### config.mk
export PLATFORM = sky130hd
export DESIGN_NAME = pkt_addr_xlate
export DESIGN_NICKNAME = d
export VERILOG_FILES = /design/src/rtl/xlate_pkg.sv /design/src/rtl/xlate_cfg_regs.sv /design/src/rtl/xlate_region_match.sv /design/src/rtl/pkt_addr_xlate.sv
export SDC_FILE = /design/constraint.sdc
export NUM_CORES = 1
export LEC_CHECK = 0
export CAP_MARGIN = 20
export CELL_PAD_IN_SITES_DETAIL_PLACEMENT = 2
export CELL_PAD_IN_SITES_GLOBAL_PLACEMENT = 2
export CORE_ASPECT_RATIO = 1.1
export CORE_MARGIN = 8
export CORE_UTILIZATION = 42
export DETAILED_ROUTE_END_ITERATION = 6
export DONT_BUFFER_PORTS = 1
export PLACE_DENSITY = 0.88
export SLEW_MARGIN = 20
export SYNTH_ARGS = -nofsm -noshare
export SYNTH_HDL_FRONTEND = slang
export SYNTH_HIERARCHICAL = 1
export SYNTH_SLANG_ARGS = --single-unit
### constraint.sdc
create_clock -name clk_i -period 9.6 [get_ports clk_i]
set_input_delay 0.48 -clock clk_i [delete_from_list [all_inputs] [get_ports clk_i]]
set_output_delay 0.48 -clock clk_i [all_outputs]
set_load 0.05 [all_outputs]
### src/rtl/xlate_pkg.sv
package xlate_pkg;
  localparam int unsigned ALIGN_LSB = 2;

  function automatic logic [31:0] word_align(input logic [31:0] v);
    return {v[31:ALIGN_LSB], {ALIGN_LSB{1'b0}}};
  endfunction
endpackage

### src/rtl/xlate_cfg_regs.sv
module xlate_cfg_regs #(
  parameter int unsigned AW   = 26,
  parameter int unsigned BW   = 32,
  parameter int unsigned NREG = 4,
  parameter int unsigned SELW = 4
) (
  input  logic                     clk_i,
  input  logic                     rst_ni,
  input  logic                     we_i,
  input  logic [SELW-1:0]          sel_i,
  input  logic [BW-1:0]            wdata_i,
  output logic [NREG-1:0][AW-1:0]  size_o,
  output logic [NREG-1:0][BW-1:0]  off_o,
  output logic [AW-1:0]            txb_o
);
  import xlate_pkg::*;

  logic [BW-1:0] wdata_al;
  assign wdata_al = BW'(word_align(32'(wdata_i)));

  for (genvar g = 0; g < NREG; g++) begin : g_reg
    always_ff @(posedge clk_i or negedge rst_ni) begin
      if (!rst_ni) begin
        size_o[g] <= '0;
        off_o[g]  <= '0;
      end else if (we_i) begin
        if (sel_i == SELW'(g))        size_o[g] <= wdata_al[AW-1:0];
        if (sel_i == SELW'(NREG + g)) off_o[g]  <= wdata_al;
      end
    end
  end

  always_ff @(posedge clk_i or negedge rst_ni) begin
    if (!rst_ni)                               txb_o <= '0;
    else if (we_i && sel_i == SELW'(2 * NREG)) txb_o <= wdata_al[AW-1:0];
  end
endmodule

### src/rtl/xlate_region_match.sv
module xlate_region_match #(
  parameter int unsigned AW   = 26,
  parameter int unsigned BW   = 32,
  parameter int unsigned NREG = 4,
  parameter int unsigned RW   = 2
) (
  input  logic [NREG-1:0][AW-1:0] size_i,
  input  logic [NREG-1:0][BW-1:0] off_i,
  input  logic [AW-1:0]           addr_i,
  output logic                    hit_o,
  output logic [RW-1:0]           idx_o,
  output logic [BW-1:0]           xaddr_o
);
  localparam int unsigned SW = AW + RW;

  logic [NREG:0][SW-1:0] base;
  logic [NREG-1:0]       match;
  logic [SW-1:0]         addr_ext;

  assign addr_ext = {{RW{1'b0}}, addr_i};
  assign base[0]  = '0;

  // running sums of the window lengths
  for (genvar g = 0; g < NREG; g++) begin : g_win
    assign base[g+1] = base[g] + {{RW{1'b0}}, size_i[g]};
    assign match[g]  = (addr_ext >= base[g]) && (addr_ext < base[g+1]);
  end

  // lowest window wins
  always_comb begin
    hit_o   = 1'b0;
    idx_o   = '0;
    xaddr_o = '0;
    for (int i = NREG - 1; i >= 0; i--) begin
      if (match[i]) begin
        hit_o   = 1'b1;
        idx_o   = RW'(i);
        xaddr_o = off_i[i] + {{(BW-AW){1'b0}}, addr_i - base[i][AW-1:0]};
      end
    end
  end
endmodule

### src/rtl/pkt_addr_xlate.sv
module pkt_addr_xlate #(
  parameter int unsigned AW   = 26,
  parameter int unsigned BW   = 32,
  parameter int unsigned NREG = 4
) (
  input  logic                     clk_i,
  input  logic                     rst_ni,
  input  logic                     cfg_we_i,
  input  logic [$clog2(2*NREG+1)-1:0] cfg_sel_i,
  input  logic [BW-1:0]            cfg_wdata_i,
  input  logic                     pkt_valid_i,
  input  logic [AW-1:0]            pkt_addr_i,
  output logic                     loc_valid_o,
  output logic [BW-1:0]            loc_addr_o,
  output logic                     hit_o,
  output logic [$clog2(NREG)-1:0]  region_o,
  input  logic                     tx_valid_i,
  input  logic [BW-1:0]            tx_bus_addr_i,
  output logic                     tx_valid_o,
  output logic [AW-1:0]            tx_pkt_addr_o
);
  localparam int unsigned SELW = $clog2(2*NREG+1);
  localparam int unsigned RW   = $clog2(NREG);

  logic [NREG-1:0][AW-1:0] size_q;
  logic [NREG-1:0][BW-1:0] off_q;
  logic [AW-1:0]           txb_q;
  logic                    m_hit;
  logic [RW-1:0]           m_idx;
  logic [BW-1:0]           m_xaddr;
  logic                    unused_hi;

  assign unused_hi = ^tx_bus_addr_i[BW-1:AW];

  xlate_cfg_regs #(.AW(AW), .BW(BW), .NREG(NREG), .SELW(SELW)) u_regs (
    .clk_i   (clk_i),
    .rst_ni  (rst_ni),
    .we_i    (cfg_we_i),
    .sel_i   (cfg_sel_i),
    .wdata_i (cfg_wdata_i),
    .size_o  (size_q),
    .off_o   (off_q),
    .txb_o   (txb_q)
  );

  xlate_region_match #(.AW(AW), .BW(BW), .NREG(NREG), .RW(RW)) u_match (
    .size_i  (size_q),
    .off_i   (off_q),
    .addr_i  (pkt_addr_i),
    .hit_o   (m_hit),
    .idx_o   (m_idx),
    .xaddr_o (m_xaddr)
  );

  always_ff @(posedge clk_i or negedge rst_ni) begin
    if (!rst_ni) begin
      loc_valid_o <= 1'b0;
      loc_addr_o  <= '0;
      hit_o       <= 1'b0;
      region_o    <= '0;
    end else begin
      loc_valid_o <= pkt_valid_i;
      if (pkt_valid_i) begin
        loc_addr_o <= m_xaddr;
        hit_o      <= m_hit;
        region_o   <= m_idx;
      end
    end
  end

  always_ff @(posedge clk_i or negedge rst_ni) begin
    if (!rst_ni) begin
      tx_valid_o    <= 1'b0;
      tx_pkt_addr_o <= '0;
    end else begin
      tx_valid_o <= tx_valid_i;
      if (tx_valid_i) tx_pkt_addr_o <= tx_bus_addr_i[AW-1:0] - txb_q;
    end
  end

  a_r7_valid_follows: assert property (@(posedge clk_i) disable iff (!rst_ni)
    pkt_valid_i |=> loc_valid_o);
  a_r7_no_spurious: assert property (@(posedge clk_i) disable iff (!rst_ni)
    !pkt_valid_i |=> !loc_valid_o);
  a_r7_hold: assert property (@(posedge clk_i) disable iff (!rst_ni)
    !pkt_valid_i |=> ($stable(loc_addr_o) && $stable(hit_o) && $stable(region_o)));
  a_r5_miss_zero: assert property (@(posedge clk_i) disable iff (!rst_ni)
    (loc_valid_o && !hit_o) |-> (loc_addr_o == '0 && region_o == '0));
  a_r8_tx_latency: assert property (@(posedge clk_i) disable iff (!rst_ni)
    tx_valid_i |=> tx_valid_o);
  a_r8_tx_rebase: assert property (@(posedge clk_i) disable iff (!rst_ni)
    tx_valid_i |=> ((tx_pkt_addr_o + $past(txb_q)) == $past(tx_bus_addr_i[AW-1:0])));
  a_r2_aligned: assert property (@(posedge clk_i) disable iff (!rst_ni)
    (tx_valid_o && tx_pkt_addr_o[1:0] != 2'b00) |-> $past(tx_bus_addr_i[1:0]) == tx_pkt_addr_o[1:0]);
endmodule

==> results.tsv, run 1 <==
stage	metric	value	unit
worst_setup_path	worstSetupEndpointType	register	
worst_setup_path	critical_path.endpoint	loc_addr_o[27]$_DFFE_PN0P_	
place	port_buffers	0	
sta	fin_setup_tns	0	ns
routing	firstDrtPassIters	5	
routing	wl_per_cell	31.7	um
synthesis	yosysTopAreaCell	dfrtp_1	
routing	finalWirelength	120	mm
sta	slew_headroom	29.3	%
routing	top_layer	met5	
clocking	cts_max_level	2	
sta	holdWs	0.0458	ns
final_layout	final_common_cell	ha_1	
clocking	clock_path_buffers	3	
worst_setup_path	start_kind	register	
sta	clock.fmax	109	MHz
clocking	cts_post_setup_buffers_inserted	0	
final_layout	layout_common_cells	ha_1, dfrtp_1, a21oi_1	
synthesis	syn_inst	2917	
worst_setup_path	r2r_setup_slack	0.43	ns
worst_setup_path	cp.arrival	9.69	ns
global_routing	antenna_found_initial	9	
hold_path	min_path_type	input pin to register	
clocking	numCtsBuffers	40	
place	gp_congestion	0.904	
worst_setup_path	r2r-start	u_regs/size_o[3]$_DFFE_PN0P_	
synthesis	avgSynthCellArea	9.31	um2
global_routing	grt_pass1_vias	28500	
clocking	root_buffer	clkbuf_16	
sta	rsz0062_at_grt	false	
worst_setup_path	critPathSlowestCell	a2111oi_4	
routing	viasPerCell	6.67	
global_routing	grt_max_degree	304	
worst_setup_path	rr_endpoint	loc_addr_o[27]$_DFFE_PN0P_	
sta	hold_viol_final	0	
sta	worst_slew_pin_slew	1.06	ns
final_layout	drive_gt1_share	14.3	%
synthesis	synth_area	27200	um2
routing	drc	0	
global_routing	grt_pass1_wl	180	mm
worst_setup_path	required	10.12	ns
worst_setup_path	startpoint	u_regs/size_o[3]$_DFFE_PN0P_	
routing	dr_wl_met3	7.97	mm
worst_setup_path	slowest_delay	0.50	ns
routing	ant_nets	0	
final_layout	final_util	45.6	%
sta	fin_skew	0.0192	ns
worst_setup_path	crit_top_cell	a21oi_1	
routing	num_vias	25300	
worst_setup_path	crit_type	register to register	
clocking	cts.clk_slew.worst_paths	0.06	ns
worst_setup_path	crit_fanout	6	
floorplan	io_pins	162	
synthesis	synth-edff-count	0	
routing	wl_met1	46.1	mm
synthesis	synthFlopType	dfrtp_1	
synthesis	synth-async-reset-ratio	100	%
synthesis	synth_top_area_share	27.9	%
global_routing	grt_usage	31.6	%
final_layout	area_growth	8.14	%
sta	final.period_utilization	95.6	%
routing	wl_met2	59.0	mm
floorplan	start_util	42.1	%
clocking	cts.sinks	303	
clocking	cts_tree	built	
global_routing	gr-total-overflow	0	
synthesis	ys_seq_area_share	27.9	%
floorplan	core_area	64500	um2
synthesis	netlist-cell-type-count	96	
place	dp.final_hpwl	81.3	mm
sta	slew_viol_final	0	
worst_setup_path	rr_worst_depth	36	
floorplan	die_h	283	um
clocking	clk_latency	0.59	ns
routing	drtIter0Drc	1820	
sta	setup_viol	0	
synthesis	synth.area.top_cells	dfrtp_1, ha_1, mux2_2, a21oi_1, xnor2_1	
synthesis	synth_warnings	6	
final_layout	fin_nets	3337	
sta	layout_min_cycle_time	9.17	ns
floorplan	die_w	259	um
floorplan	dieArea	73100	um2
floorplan	rows	98	
status	status	complete, no violations	
synthesis	synth-seq-cells	303	
run	drv_cap	0	
## timing repair
action / in CTS / in global routing
gates resized for setup: 0 / 1
hold buffers: 3 / 1
endpoints found under the hold margin: 308 / 73
endpoints found under the setup margin: 0 / 2
## cells in the mapped netlist, types with 28 or more instances
| cell type | count |
|---|---|
| ha_1 | 313 |
| and3_1 | 38 |
| inv_1 | 178 |
| nor2_1 | 133 |
| a21oi_1 | 298 |
| a21o_1 | 115 |
| xor2_1 | 90 |
| a211oi_1 | 28 |
| nor2b_1 | 33 |
| nand2b_1 | 49 |
| nor3_1 | 40 |
| dfrtp_1 | 303 |
| o21a_1 | 54 |
| o21bai_1 | 39 |
| nand2_1 | 127 |
| xnor2_1 | 165 |
| nand3_1 | 79 |
| o21ai_0 | 129 |
| mux2_2 | 283 |
| nand4_1 | 28 |
## state kept, by name (all words and copies together), names as in the netlist
register / count
loc_valid_o: 1
tx_pkt_addr_o: 26
region_o: 2
u_regs/off_o: 120
hit_o: 1
loc_addr_o: 32
u_regs/txb_o: 24
tx_valid_o: 1
u_regs/size_o: 96
## layer usage
layer / track usage [%] / up-vias
li1: - / 10700
met1: 35.5 / 13100
met2: 55.7 / 1143
met3: 6.62 / 438
met4: 17.4 / 4
met5: 0 / -
## worst max-delay path: cells and delay by family, from the launching register on
| kind | cells | cell delay, ns |
|---|---|---|
| AO/OA/AOI/OAI | 18 | 4.90 |
| XOR/XNOR | 4 | 0.89 |
| adder cells (fa/ha/maj) | 4 | 1.50 |
| buffers and inverters | 1 | 0.08 |
| flip-flops | 1 | 0.41 |
| multiplexers | 1 | 0.18 |
| AND/OR/NAND/NOR | 8 | 1.16 |
## through the flow
stage,cells,area (um2),setup WS [ns]
2_1_floorplan,2934,27200,2.73
3_5_place_dp,3716,27900,0.939
3_3_place_gp,3716,27900,1.48
6_report,3800,29400,0.427
4_1_cts,3791,29300,0.451
5_1_grt,3798,29400,0.0773
## worst min-delay path by stage
stage | depth (start not counted) | end | slack (ns) | from
3_5_place_dp | 0 | tx_pkt_addr_o[0]$_DFFE_PN0P_ | 0.20 | rst_ni
2_1_floorplan | 0 | hit_o$_DFFE_PN0P_ | 0.18 | rst_ni
6_report | 1 | u_regs/off_o[69]$_DFFE_PN0P_ | 0.05 | cfg_wdata_i[5]
4_1_cts | 1 | u_regs/off_o[69]$_DFFE_PN0P_ | 0.02 | cfg_wdata_i[5]
3_3_place_gp | 0 | tx_pkt_addr_o[0]$_DFFE_PN0P_ | 0.20 | rst_ni
5_1_grt | 1 | tx_pkt_addr_o[15]$_DFFE_PN0P_ | 0.04 | tx_valid_i
## area by class of cell
cell class,instances,area [um2]
Multi-Input combinational cell,2373,18500
Tap cell,850,1060
Antenna cell,6,15.0
Sequential cell,303,7580
Clock inverter,9,103
Fill cell,6826,35100
Inverter,178,668
Clock buffer,63,1220
Timing Repair Buffer,18,203
## cell families (layout without fill, tap and decap cells)
logic type                 Yosys count  count (layout)  share of synthesized area [%]
muxes                              290             290                           12.0
and+or+nand+nor                    607             607                           11.3
xor gates and xnor gates           255             255                           8.22
adders and majority gates          324             324                           15.2
buffers and inverters              258             268                           4.26
DFF                                303             303                           27.9
AOI/OAI and AO/OA                  879             879                           21.1
other                                1              24                         0.0138
Power of run 1 is left out: the tool's default activity adds up to more than one toggle a clock period on the data nets, which glitch-free logic cannot reach.
==> run 2: changes to the inputs <==
CELL_PAD_IN_SITES_DETAIL_PLACEMENT = 0   (was 2)
CELL_PAD_IN_SITES_GLOBAL_PLACEMENT = 1   (was 2)
CORE_UTILIZATION = 51   (was 42)
==> results.tsv, run 2 (synthesis results as in run 1) <==
stage	metric	value	unit
global_routing	grt_pass1_vias	22300	
floorplan	core_area	52500	um2
worst_setup_path	rr_worst_depth	36	
place	gp_congestion	0.949	
global_routing	grt_usage	24.8	%
sta	final.period_utilization	87.4	%
final_layout	fin_nets	3333	
sta	fin_ws	1.21	ns
final_layout	final_common_cell	ha_1	
worst_setup_path	required	10.11	ns
place	place_area	27700	um2
sta	worst_slew_pin_slew	1.04	ns
status	status	complete, no violations	
sta	hold_viol_final	0	
clocking	cts_max_level	2	
sta	slew_viol_final	0	
hold_path	min_to	u_regs/off_o[28]$_DFFE_PN0P_	
final_layout	largestRegisters	u_regs/off_o: 120 flops, u_regs/size_o: 96 flops, loc_addr_o: 32 flops	
floorplan	dieArea	60900	um2
clocking	cts.sinks	303	
worst_setup_path	r2r_setup_slack	1.21	ns
global_routing	grt_max_degree	304	
place	pre_cts_ws	1.33	ns
routing	drc	0	
floorplan	io_pins	162	
final_layout	antenna_cells	0	
worst_setup_path	crit_type	register to register	
floorplan	die_w	236	um
worst_setup_path	critPathSlowestCell	a2111oi_4	
sta	fin_skew	0.0210	ns
place	port_buffers	0	
worst_setup_path	worstSetupEndpointType	register	
sta	clock.fmax	119	MHz
sta	layout_min_cycle_time	8.39	ns
floorplan	rows	88	
final_layout	area_growth	6.92	%
worst_setup_path	start_kind	register	
global_routing	antenna_found_initial	3	
sta	fin_setup_tns	0	ns
worst_setup_path	crit_top_cell	a21oi_1	
place	dp.final_hpwl	62.2	mm
routing	firstDrtPassIters	5	
routing	wl_per_cell	21.6	um
clocking	clk_latency	0.56	ns
clocking	root_buffer	clkbuf_16	
final_layout	postLayoutCellArea	29000	um2
clocking	cts.clk_slew.worst_paths	0.06	ns
global_routing	gr-total-overflow	0	
hold_path	whs_path_depth	1	
final_layout	layout_common_cells	ha_1, dfrtp_1, a21oi_1	
clocking	numCtsBuffers	36	
worst_setup_path	slowest_delay	0.48	ns
sta	setup_viol	0	
sta	slew_headroom	30.9	%
worst_setup_path	rr_endpoint	loc_addr_o[27]$_DFFE_PN0P_	
routing	num_vias	22400	
worst_setup_path	cp.arrival	8.89	ns
run	drv_cap	0	
final_layout	drive_gt1_share	14.2	%
routing	finalWirelength	78.1	mm
routing	viasPerCell	6.21	
routing	drtIter0Drc	1300	
floorplan	start_util	51.7	%
final_layout	largest_reg_flops	120	
worst_setup_path	r2r-start	u_regs/size_o[3]$_DFFE_PN0P_	
clocking	cts_tree	built	
floorplan	die_h	258	um
clocking	cts_post_setup_buffers_inserted	0	
clocking	clock_path_buffers	3	
final_layout	regMostFlops	u_regs/off_o	
routing	ant_nets	0	
hold_path	min_path_type	input pin to register	
sta	rsz0062_at_grt	false	
global_routing	grt_pass1_wl	121	mm
worst_setup_path	crit_fanout	6	
hold_path	hold_start	cfg_wdata_i[28]	
-- run 2: worst max-delay path by stage --
stage / from / endpoint / slack, ns / cells past startpoint
final: u_regs/size_o[3]$_DFFE_PN0P_ / loc_addr_o[27]$_DFFE_PN0P_ / 1.21 / 36
after global routing: u_regs/size_o[3]$_DFFE_PN0P_ / loc_addr_o[27]$_DFFE_PN0P_ / 0.68 / 36
after CTS: u_regs/size_o[3]$_DFFE_PN0P_ / loc_addr_o[27]$_DFFE_PN0P_ / 1.26 / 36
after detailed placement: u_regs/size_o[3]$_DFFE_PN0P_ / loc_addr_o[27]$_DFFE_PN0P_ / 1.33 / 36
after global placement: u_regs/size_o[3]$_DFFE_PN0P_ / loc_addr_o[24]$_DFFE_PN0P_ / 1.54 / 34
after floorplan: u_regs/size_o[8]$_DFFE_PN0P_ / loc_addr_o[26]$_DFFE_PN0P_ / 2.73 / 37
-- run 2: critical path, delay by kind of cell (launching register included) --
kind                     cells  cell delay [ns]
XOR/XNOR                     4             0.84
AND/OR/NAND/NOR              8             0.96
buffers and inverters        1             0.07
AO/OA/AOI/OAI               18             4.43
adder cells (fa/ha/maj)      4             1.44
multiplexers                 1             0.17
flip-flops                   1             0.41
-- run 2: routing by layer --
layer / wire length (um) / vias to the layer above / GRT usage (%)
met5: 0 / - / 0
met2: 37500 / 629 / 43.3
met1: 33400 / 11000 / 30.9
met4: 2290 / 0 / 7.96
li1: - / 10700 / -
met3: 4870 / 129 / 4.25
-- run 2: repair_timing --
item | CTS | global route
resized for setup | 0 | 0
hold buffers | 3 | 1
endpoints found under the hold margin | 308 | 114
-- run 2: final cells by class --
| type | instances | area (um2) |
|---|---|---|
| Timing Repair Buffer | 18 | 203 |
| Multi-Input combinational cell | 2373 | 18500 |
| Inverter | 178 | 668 |
| Fill cell | 4641 | 23500 |
| Clock buffer | 47 | 1000 |
| Sequential cell | 303 | 7580 |
| Tap cell | 675 | 845 |
| Clock inverter | 17 | 228 |
-- run 2: stage by stage --
step	std cells	hold WS [ns]	utilization, %
after floorplan	2934	0.184	-
after global placement	3541	0.195	52.8
after detailed placement	3541	0.197	52.8
after CTS	3608	0.0317	55.2
after global routing	3611	0.0385	55.3
final	3611	0.0637	55.3
Power of run 2 is left out for the same reason.
==> run 3: changes to the inputs <==
CORE_UTILIZATION = 46   (was 51)
PLACE_DENSITY = 0.84   (was 0.88)
clock period = 7.2 ns   (was 9.6 ns; I/O delays follow)
==> results.tsv, run 3 (synthesis results as in run 1) <==
stage	metric	value	unit
status	status	complete, but fails checks	
status	violations	hold timing	
clocking	root_buffer	clkbuf_16	
global_routing	grt_pass1_wl	131	mm
routing	wl_per_cell	22.1	um
worst_setup_path	crit_fanout	6	
final_layout	largestRegisters	u_regs/off_o: 120 flops, u_regs/size_o: 96 flops, loc_addr_o: 32 flops	
floorplan	die_h	271	um
sta	fin_skew	0.0248	ns
place	place_area	29200	um2
sta	worst_slew_pin_slew	0.977	ns
clocking	clk_latency	0.58	ns
floorplan	core_area	58500	um2
routing	firstDrtPassIters	5	
worst_setup_path	critPathSlowestCell	a211oi_4	
global_routing	grt_usage	24.6	%
final_layout	area_growth	17.5	%
floorplan	dieArea	67100	um2
final_layout	largest_reg_flops	120	
hold_path	min_path_type	input pin to asynchronous set/reset pin	
sta	final.period_utilization	100	%
worst_setup_path	crit_top_cell	buf_4	
routing	num_vias	23600	
clocking	cts_tree	built	
final_layout	postLayoutCellArea	31900	um2
sta	slew_headroom	34.3	%
sta	holdWs	-0.516	ns
worst_setup_path	slowest_delay	0.49	ns
worst_setup_path	r2r-start	u_regs/size_o[29]$_DFFE_PN0P_	
sta	fin_setup_tns	0	ns
routing	finalWirelength	86.8	mm
final_layout	layout_common_cells	dfrtp_1, ha_1, a21oi_1	
clocking	cts_max_level	2	
final_layout	final_common_cell	dfrtp_1	
place	dp.final_hpwl	66.6	mm
clocking	cts.clk_slew.worst_paths	0.06	ns
clocking	cts_hold_buf	33	
final_layout	multi_input_area	19400	um2
floorplan	rows	93	
global_routing	grt_pass1_vias	23500	
global_routing	antenna_found_initial	14	
sta	clock.fmax	139	MHz
final_layout	drive_gt1_share	23.7	%
sta	setup_viol	0	
global_routing	gr-total-overflow	0	
floorplan	io_pins	162	
clocking	cts.sinks	303	
floorplan	start_util	46.4	%
global_routing	grt_max_degree	304	
worst_setup_path	r2r_setup_slack	0.0003	ns
worst_setup_path	required	7.65	ns
worst_setup_path	cp.arrival	7.65	ns
sta	slew_viol_final	0	
final_layout	regMostFlops	u_regs/off_o	
routing	drtIter0Drc	1524	
sta	layout_min_cycle_time	7.20	ns
final_layout	fillers	5160	
sta	rsz0062_at_grt	true	
floorplan	die_w	248	um
final_layout	fin_nets	3566	
final_layout	regArea	7580	um2
clocking	clock_path_buffers	3	
run	drv_cap	0	
routing	viasPerCell	5.99	
worst_setup_path	start_kind	register	
place	port_buffers	0	
sta	hold_viol_final	303	
clocking	numCtsBuffers	38	
worst_setup_path	rr_worst_depth	35	
worst_setup_path	crit_type	register to register	
place	gp_congestion	0.910	
routing	drc	0	
worst_setup_path	worstSetupEndpointType	register	
routing	ant_nets	0	
worst_setup_path	rr_endpoint	loc_addr_o[25]$_DFFE_PN0P_	
final_layout	final_util	54.5	%
## run 3: changes by cell type in the layout (fill, tap and decap cells not counted), sizes merged
cell	before	now
buf	15	217
clkbuf	47	54
inv	180	178
diode	0	4
dlygate4sd3	3	31
clkinvlp	4	1
bufinv	5	4
clkinv	6	11
## run 3: critical path, delay by kind of cell, from the launching register on
family / cells / cell delay [ns]
XOR/XNOR: 3 / 0.61
AO/OA/AOI/OAI: 17 / 3.25
flip-flops: 1 / 0.41
AND/OR/NAND/NOR: 5 / 0.65
multiplexers: 1 / 0.26
buffers and inverters: 6 / 1.02
adder cells (fa/ha/maj): 3 / 0.86
## run 3: layout make-up
type	count	share of cell area, %
well taps	760	2.98
diodes	4	0.0314
clock buffers	53	3.47
inverters	178	2.09
multi-input cells	2373	60.7
repair buffers	249	6.35
flip-flops and latches	303	23.8
clock inverters	16	0.643
## run 3: how the worst max path moves through the flow
| stage | from | endpoint | slack [ns] | cells past startpoint |
|---|---|---|---|---|
| global route | u_regs/size_o[29]$_DFFE_PN0P_ | loc_addr_o[18]$_DFFE_PN0P_ | -0.36 | 36 |
| finish | u_regs/size_o[29]$_DFFE_PN0P_ | loc_addr_o[25]$_DFFE_PN0P_ | 0.0003 | 35 |
| CTS | u_regs/size_o[3]$_DFFE_PN0P_ | loc_addr_o[25]$_DFFE_PN0P_ | 0.0006 | 36 |
| floorplan | u_regs/size_o[8]$_DFFE_PN0P_ | loc_addr_o[26]$_DFFE_PN0P_ | 0.33 | 37 |
| detailed placement | u_regs/size_o[3]$_DFFE_PN0P_ | loc_addr_o[16]$_DFFE_PN0P_ | -0.34 | 35 |
| global placement | u_regs/size_o[3]$_DFFE_PN0P_ | loc_addr_o[31]$_DFFE_PN0P_ | -0.27 | 37 |
## run 3: repair_timing
item / CTS / global route
setup buffers: 8 / 13
hold endpoints to repair: 602 / 303
resized for setup: 36 / 154
setup endpoints to repair: 34 / 35
cloned: 0 / 1
pin swaps: 23 / 59
## run 3: through the flow
| stage | cells | worst slack, ns |
|---|---|---|
| global placement | 3809 | -0.266 |
| global route | 3933 | -0.362 |
| finish | 3936 | 0.000273 |
| floorplan | 2934 | 0.332 |
| CTS | 3918 | 0.000635 |
| detailed placement | 3809 | -0.337 |
## run 3: layer usage
metal	GRT usage, %	vias to the layer above	part of all wire (%)
met1	31.1	11600	43
li1	-	11200	-
met5	0	-	0.060
met4	8.62	8	3.8
met2	42.1	639	47
met3	4.06	183	5.9
Power of run 3 is left out for the same reason.
